File: config.mk
export PLATFORM = sky130hd
export DESIGN_NAME = decode_branch_hazard
export DESIGN_NICKNAME = d
export VERILOG_FILES = /design/src/rtl/bhz_pkg.sv /design/src/rtl/bhz_operand_track.sv /design/src/rtl/bhz_compare.sv /design/src/rtl/decode_branch_hazard.sv
export SDC_FILE = /design/constraint.sdc
export NUM_CORES = 1
export LEC_CHECK = 0
export ABC_AREA = 1
export BUFFER_PORTS_ARGS = -buffer_cell sky130_fd_sc_hd__clkbuf_2
export CAP_MARGIN = 25
export CORE_MARGIN = 5
export CORE_UTILIZATION = 45
export DETAILED_ROUTE_END_ITERATION = 12
export PLACE_DENSITY = 0.8
export REMOVE_ABC_BUFFERS = 1
export SYNTH_ARGS = -nofsm -noshare
export SYNTH_HDL_FRONTEND = slang
export SYNTH_HIERARCHICAL = 1
export SYNTH_SLANG_ARGS = --single-unit
export TNS_END_PERCENT = 100
File: constraint.sdc
create_clock -name vclk -period 4.6
set_input_delay 0.46 -clock vclk [all_inputs]
set_output_delay 0.46 -clock vclk [all_outputs]
set_load 0.02 [all_outputs]
File: src/rtl/bhz_pkg.sv
// Shared types for the decode-stage branch hazard unit.
// Assumes a two-bit opcode from the decoder; the encodings are fixed.
package bhz_pkg;
    typedef enum logic [1:0] {
        BR_NONE    = 2'b00,
        BR_EQ      = 2'b01,
        BR_ZERO    = 2'b10,
        BR_NONZERO = 2'b11
    } br_op_e;

    localparam int NSRC = 2;
endpackage

File: src/rtl/bhz_operand_track.sv
// Per-operand hazard tracker: decides whether one decode branch source
// must wait for an in-flight producer, or can take the EX/MEM ALU result.
// Assumes the writeback producer is covered by write-then-read in the
// register file and so needs no input here.
module bhz_operand_track #(
    parameter int AW = 5
) (
    input  logic [AW-1:0] src,
    input  logic          used,
    input  logic [AW-1:0] ex_dst,
    input  logic          ex_wr_en,
    input  logic [AW-1:0] mem_dst,
    input  logic          mem_wr_en,
    input  logic          mem_is_load,
    output logic          stall_req,
    output logic          fwd_hit
);
    logic live;
    logic ex_match;
    logic mem_match;

    // Match each in-flight producer against a live, nonzero source.
    always_comb begin
        live      = used && (src != '0);
        ex_match  = live && ex_wr_en  && (ex_dst  == src);
        mem_match = live && mem_wr_en && (mem_dst == src);
    end

    // EX producer of any kind waits; a MEM load waits; a MEM ALU op forwards.
    always_comb begin
        stall_req = ex_match || (mem_match && mem_is_load);
        fwd_hit   = mem_match && !mem_is_load;
    end
endmodule

File: src/rtl/bhz_compare.sv
// Decode-stage branch comparator with its operand muxes.
// Assumes operand selects come from the trackers; the result is held low
// while the branch is stalled, since its operands may be stale.
module bhz_compare
    import bhz_pkg::*;
#(
    parameter int DW = 32
) (
    input  br_op_e        op,
    input  logic          hold,
    input  logic [DW-1:0] rf_a,
    input  logic [DW-1:0] rf_b,
    input  logic [DW-1:0] fwd_val,
    input  logic [NSRC-1:0] fwd_sel,
    output logic          taken
);
    logic [DW-1:0] rf_val [NSRC];
    logic [DW-1:0] opnd   [NSRC];

    assign rf_val[0] = rf_a;
    assign rf_val[1] = rf_b;

    // One operand mux per comparator input.
    for (genvar i = 0; i < NSRC; i++) begin : g_mux
        assign opnd[i] = fwd_sel[i] ? fwd_val : rf_val[i];
    end

    // Resolve the branch from the selected operands.
    always_comb begin
        taken = 1'b0;
        if (!hold) begin
            case (op)
                BR_EQ:      taken = (opnd[0] == opnd[1]);
                BR_ZERO:    taken = (opnd[0] == '0);
                BR_NONZERO: taken = (opnd[0] != '0);
                default:    taken = 1'b0;
            endcase
        end
    end
endmodule

File: src/rtl/decode_branch_hazard.sv
// Top of the decode-stage branch hazard unit: two operand trackers and
// the comparator. Purely combinational; the surrounding pipeline applies
// stall (hold PC and IF/ID, bubble ID/EX) and fetch_flush (no delay slot).
module decode_branch_hazard
    import bhz_pkg::*;
#(
    parameter int AW = 5,
    parameter int DW = 32
) (
    input  logic [1:0]    id_br_op,
    input  logic [AW-1:0] id_src_a,
    input  logic [AW-1:0] id_src_b,
    input  logic [DW-1:0] rf_data_a,
    input  logic [DW-1:0] rf_data_b,
    input  logic [AW-1:0] ex_dst,
    input  logic          ex_wr_en,
    input  logic [AW-1:0] mem_dst,
    input  logic          mem_wr_en,
    input  logic          mem_is_load,
    input  logic [DW-1:0] mem_alu_result,
    output logic          stall,
    output logic          fwd_sel_a,
    output logic          fwd_sel_b,
    output logic          br_taken,
    output logic          fetch_flush
);
    br_op_e          op;
    logic [NSRC-1:0] src_used;
    logic [AW-1:0]   src_reg [NSRC];
    logic [NSRC-1:0] stall_req;
    logic [NSRC-1:0] fwd_hit;

    // Decode which sources the branch reads: B only for the equality form.
    always_comb begin
        op          = br_op_e'(id_br_op);
        src_used[0] = (op != BR_NONE);
        src_used[1] = (op == BR_EQ);
        src_reg[0]  = id_src_a;
        src_reg[1]  = id_src_b;
    end

    for (genvar i = 0; i < NSRC; i++) begin : g_trk
        bhz_operand_track #(.AW(AW)) u_trk (
            .src         (src_reg[i]),
            .used        (src_used[i]),
            .ex_dst      (ex_dst),
            .ex_wr_en    (ex_wr_en),
            .mem_dst     (mem_dst),
            .mem_wr_en   (mem_wr_en),
            .mem_is_load (mem_is_load),
            .stall_req   (stall_req[i]),
            .fwd_hit     (fwd_hit[i])
        );
    end

    assign stall     = |stall_req;
    assign fwd_sel_a = fwd_hit[0];
    assign fwd_sel_b = fwd_hit[1];

    bhz_compare #(.DW(DW)) u_cmp (
        .op      (op),
        .hold    (stall),
        .rf_a    (rf_data_a),
        .rf_b    (rf_data_b),
        .fwd_val (mem_alu_result),
        .fwd_sel (fwd_hit),
        .taken   (br_taken)
    );

    assign fetch_flush = br_taken;
endmodule

# [Yosys cells after proc, flatten, opt, wreduce, memory -nomap -nowiden]
# Index checks and enable logic that the tools add are counted.
[word_totals] reg_bits=0 output_inout_bits=5 elab_cells=35 in_bits=121
[classes] n_mux=4 n_reduce_logical=23 eq_ne=8
[op_table] cell="32-bit 2-to-1 mux" count=2
[op_table] cell="32-bit equality test" count=1
[op_table] cell="32-bit zero test" count=1
[op_table] cell="32-bit nonzero test" count=1
[op_table] cell="5-bit equality test" count=4
[op_table] cell="1-bit logical AND" count=14
[op_table] cell="5-bit nonzero test" count=2
[op_table] cell="2-bit equality test (second input constant)" count=2
[op_table] cell="1-bit one-hot mux with 3 select lines" count=1
[op_table] cell="2-bit by 1-bit equality test with 1-bit output (second input constant)" count=1
[op_table] cell="1-bit logical OR" count=2
[op_table] cell="2-bit nonzero test" count=1
[op_table] cell="2-bit OR reduction" count=1
[op_table] cell="1-bit zero test" count=1
[op_table] cell="1-bit 2-to-1 mux" count=1

# [Longest topological paths before layout]
[depth] depth_word=9 ltp_mapped=23

# [Cells and area by module]
# Netlist, hierarchy kept.
[by_module_without_submodules] mod="bhz_compare" cells_per_inst=472 seq_area_each_um2=0.0 instances=1 area_per_inst_um2=1941.9
[by_module_without_submodules] mod="bhz_operand_track" cells_per_inst=44 seq_area_each_um2=0.0 instances=2 area_per_inst_um2=210.2
[by_module_without_submodules] mod="decode_branch_hazard" cells_per_inst=8 seq_area_each_um2=0.0 instances=1 area_per_inst_um2=36.3

# [Least setup slack after synthesis]
# OpenSTA, ideal clock, no wires.
[synth_path] path_type="input-to-output" from="in mem_dst[3]" to="out fetch_flush" path_buffers=3 required_time_ps=4140 stages=21 t_arrival_ps=2660 path_slack_ps=1480 path_cell_list="inv_1 nand2_1 nand2_2 nor2_2 nand2_1 nor2_2 nand2_1 nor2_1 buf_4 inv_2 buf_2 o21ai_0 nand2_1 nand2_1 inv_1 nor2_1 nand2_1 nor2_1 nand3_1 a21oi_2 buf_4"
[synth_via] elab_chain_cells=7 elab_cells_between_ends=18 classes_between="eq/ne: 3; mux: 4; reduce/logical: 11"
[synth_rtl] item="start, declared" line="decode_branch_hazard.sv:17" rtl="input logic [AW-1:0] mem_dst,"
[synth_rtl] item="5-bit equality test" line="bhz_operand_track.sv:26" rtl="mem_match = live && mem_wr_en && (mem_dst == src);"
[synth_rtl] item="1-bit logical AND" line="bhz_operand_track.sv:26"
[synth_rtl] item="1-bit logical AND" line="bhz_operand_track.sv:32" rtl="fwd_hit = mem_match && !mem_is_load;"
[synth_rtl] item="named net fwd_sel_b" line="decode_branch_hazard.sv:23" rtl="output logic fwd_sel_b,"
[synth_rtl] item="32-bit 2-to-1 mux" line="bhz_compare.sv:25" rtl="assign opnd[i] = fwd_sel[i] ? fwd_val : rf_val[i];"
[synth_rtl] item="32-bit equality test" line="bhz_compare.sv:33" rtl="BR_EQ: taken = (opnd[0] == opnd[1]);"
[synth_rtl] item="1-bit one-hot mux with 3 select lines" line="bhz_compare.sv:32" rtl="case (op)"
[synth_rtl] item="1-bit 2-to-1 mux" line="bhz_compare.sv:31" rtl="if (!hold) begin"
[synth_rtl] item="end, declared" line="decode_branch_hazard.sv:25" rtl="output logic fetch_flush"
# The timed path passes the listed nets, and every way through them passes these cells.

# [Worst setup path in the final report]
[layout_path] from="in mem_dst[3]" to="out br_taken"
[layout_via] elab_chain_cells=7 elab_cells_between_ends=18 classes_between="eq/ne: 3; mux: 4; reduce/logical: 11"
[layout_rtl] item="5-bit equality test" line="bhz_operand_track.sv:26"
[layout_rtl] item="1-bit logical AND" line="bhz_operand_track.sv:26"
[layout_rtl] item="1-bit logical AND" line="bhz_operand_track.sv:32"
[layout_rtl] item="32-bit 2-to-1 mux" line="bhz_compare.sv:25"
[layout_rtl] item="32-bit equality test, or another cell as far along" line="bhz_compare.sv:33"
[layout_rtl] item="1-bit one-hot mux with 3 select lines" line="bhz_compare.sv:32"
[layout_rtl] item="1-bit 2-to-1 mux (*)" line="bhz_compare.sv:31"
[layout_rtl] item="end, declared" line="decode_branch_hazard.sv:24" rtl="output logic br_taken,"
# Every way passes the cells marked *; elsewhere a longest branch is shown, timed or not.

==> metrics.txt <==
slowest library cell on the worst path nor2_4; Comb power frac between 90% and 100%; # clk buffers 0; sequential area share after synthesis 0%; PwrDens 66.4 nW/um^2; Net Sw Frac a little under three fifths; CP Cell Sequence clkbuf_2 -> inv_1 -> nand2_1 -> nand2_2 -> nor2_2 -> nand2_1 -> nor2_2 -> nand2_1 -> nor2_4 -> buf_4 -> nand2_1 -> o21ai_1 -> nand2_1 -> nor2_1 -> nand3_1 -> nor2_1 -> nand2_1 -> nand2_1 -> nand2_1 -> a21oi_2 -> clkbuf_2; Yosys top cell by area nand2_1; Antenna Nets Post-Route 0; internal power 0.0000885 W; Core Box Area ~5100 um^2; mapped cell area around 2400 um^2; hold buffers post-CTS 0; Layout area overhead 25.9%; vias in the first global route roughly 3.3k; first-pass GRT wire length 13.2 mm; CP Capture Type output port; post-layout power 0.000200 W; synth top area cells nand2_1 (49%), inv_1 (13%), nor2_1 (6.4%); top post-synthesis cells by count nand2_1 (315), inv_1 (86), nor2_1 (41), o21ai_0 (20), nand3_1 (19); Startpoint Class input pin; setup violators final 0; Max stage delay on crit path 0.44 ns; Placed Instance Area between 3000 and 4000 um^2; top-count cell post-synth nand2_1; post-DR wirelength/cell a little over 10 um; Seq pwr share 0%; Starting Density 46.7%; Top cell by count, worst path nand2_1; Slew headroom between 50% and 60%; required time of the critical path approximately 4.1 ns; Setup Fix Bufs, Post-CTS 0; RSZ-0062 raised after global routing no; Syn Area/Cell approximately 4.2 um^2; Peak VDD IR 0.0292 mV; routed length on met2 approximately 3.5 mm; Residual DRC 0; WL final around 7.6 mm; Tcrit/Tclk final approximately 77%; Fillers between 500 and 600; I/O pins about 130; Seq cells 0; nets 800; Hold Path Class input pin to output port; status finished, final reports clean; fin. max-slew vios 0; YS warnings 6; All-Layer GR Usage a little over a fifth; Crit path arrival time roughly 3.1 ns; largest net degree at the start of global routing 43; dpl hpwl around 6.3 mm; share of the synthesized area in the top cell type between 40% and 50%; worst slew pin tran about 0.7 ns; row cnt 26; vias approximately 3.5k; max layer used met4; Ant. Diodes 0; Crit Path Max Fanout 32; antenna violations before repair 0; Synth cell types 20; f_max roughly 0.28 GHz; total iterations of the first detailed-routing run 5; MaxCap Viol Count 0; Port Buffer Count 126; wire length on met3 682 um; Lkg Pwr roughly 2.1 nW; Final Hold Violating Endpoints 0; Die Y 83.0 um; chip width 83.0 um; switching pwr approximately 0.00011 W; WL met1 between 3 and 4 mm; register area 0 um^2; post-cts gate resize count 0; share of layout cells above drive strength 1 a little under a quarter; Crit Path Category input pin to output port; post-route cell area slightly above 3000 um^2; routability cong. roughly 0.91; Synth Instances ~570; die footprint between 6000 and 7000 um^2; Vias/cell around 4.7; GR Overflow Total 0; fin crit period 3.56 ns; DRT iter0 DRCs between 100 and 150; part of the power in the clock network 0%
==> routing by layer <==
layer / GRT usage (%) / vias up
met3: 2.67 / 4
met4: 2.67 / 0
met5: 0 / -
met2: 37.9 / 165
li1: - / 1893
met1: 27.3 / 1477
==> worst max-delay path, delay by kind of cell <==
family,cells,cell delay (ns)
AOI/OAI and AO/OA,2,0.30
buffers and inverters,4,0.76
and+or+nand+nor,15,1.56
==> final cells by class <==
cell class         instances  area (um^2)  area share, %
inverters                 94          355           11.8
repair buffers           128          646           21.4
multi-input cells        455         1930           63.9
well taps                 70         87.6           2.90
==> cell usage in the layout (no fill, tap or decap) <==
cell	n
nand2_1	315
clkbuf_2	126
inv_1	86
nor2_1	39
o21ai_0	20
nand3_1	19
o21ai_1	16
xor2_1	11
nand4_1	8
inv_2	7
or2_1	7
nor2_2	6
nand2_2	6
or2_2	3
nor2_4	2
buf_4	2
inv_4	1
a21oi_1	1
or2_0	1
a21oi_2	1
==> cells by family (layout without fill, tap and decap cells) <==
group | Yosys count | in the layout | share of synthesized area, %
AO/OA/AOI/OAI | 38 | 38 | 8.09
buffers and inverters | 113 | 222 | 20.1
AND/OR/NAND/NOR | 406 | 406 | 67.8
XOR/XNOR | 11 | 11 | 4.02
==> stage by stage <==
stage	hold WS, ns	cells	worst slack [ns]	util (%)	TNS [ns]
final	1.42	747	1.04	58.7	0
after global routing	1.46	747	0.686	58.7	0
after CTS	1.41	747	1.04	58.7	0
after detailed placement	1.41	747	1.05	58.7	0
after global placement	1.41	747	1.12	58.7	0
after floorplan	1.20	549	-0.238	-	-0.476
==> final timing paths <==
| path | slack (ns) | cells past startpoint | end | start |
|---|---|---|---|---|
| worst min-delay path | 1.42 | 3 | fwd_sel_a | mem_is_load |
| worst max-delay path | 1.04 | 21 | br_taken | mem_dst[3] |
==> power groups by stage <==
stage               Sequential, W  Clock, W  Combinational, W
finish                          0         0          0.000200
global route                    0         0          0.000232
CTS                             0         0          0.000199
detailed placement              0         0          0.000198
global placement                0         0          0.000194
floorplan                       0         0          0.000113
Power figures use the tool's default switching activity.
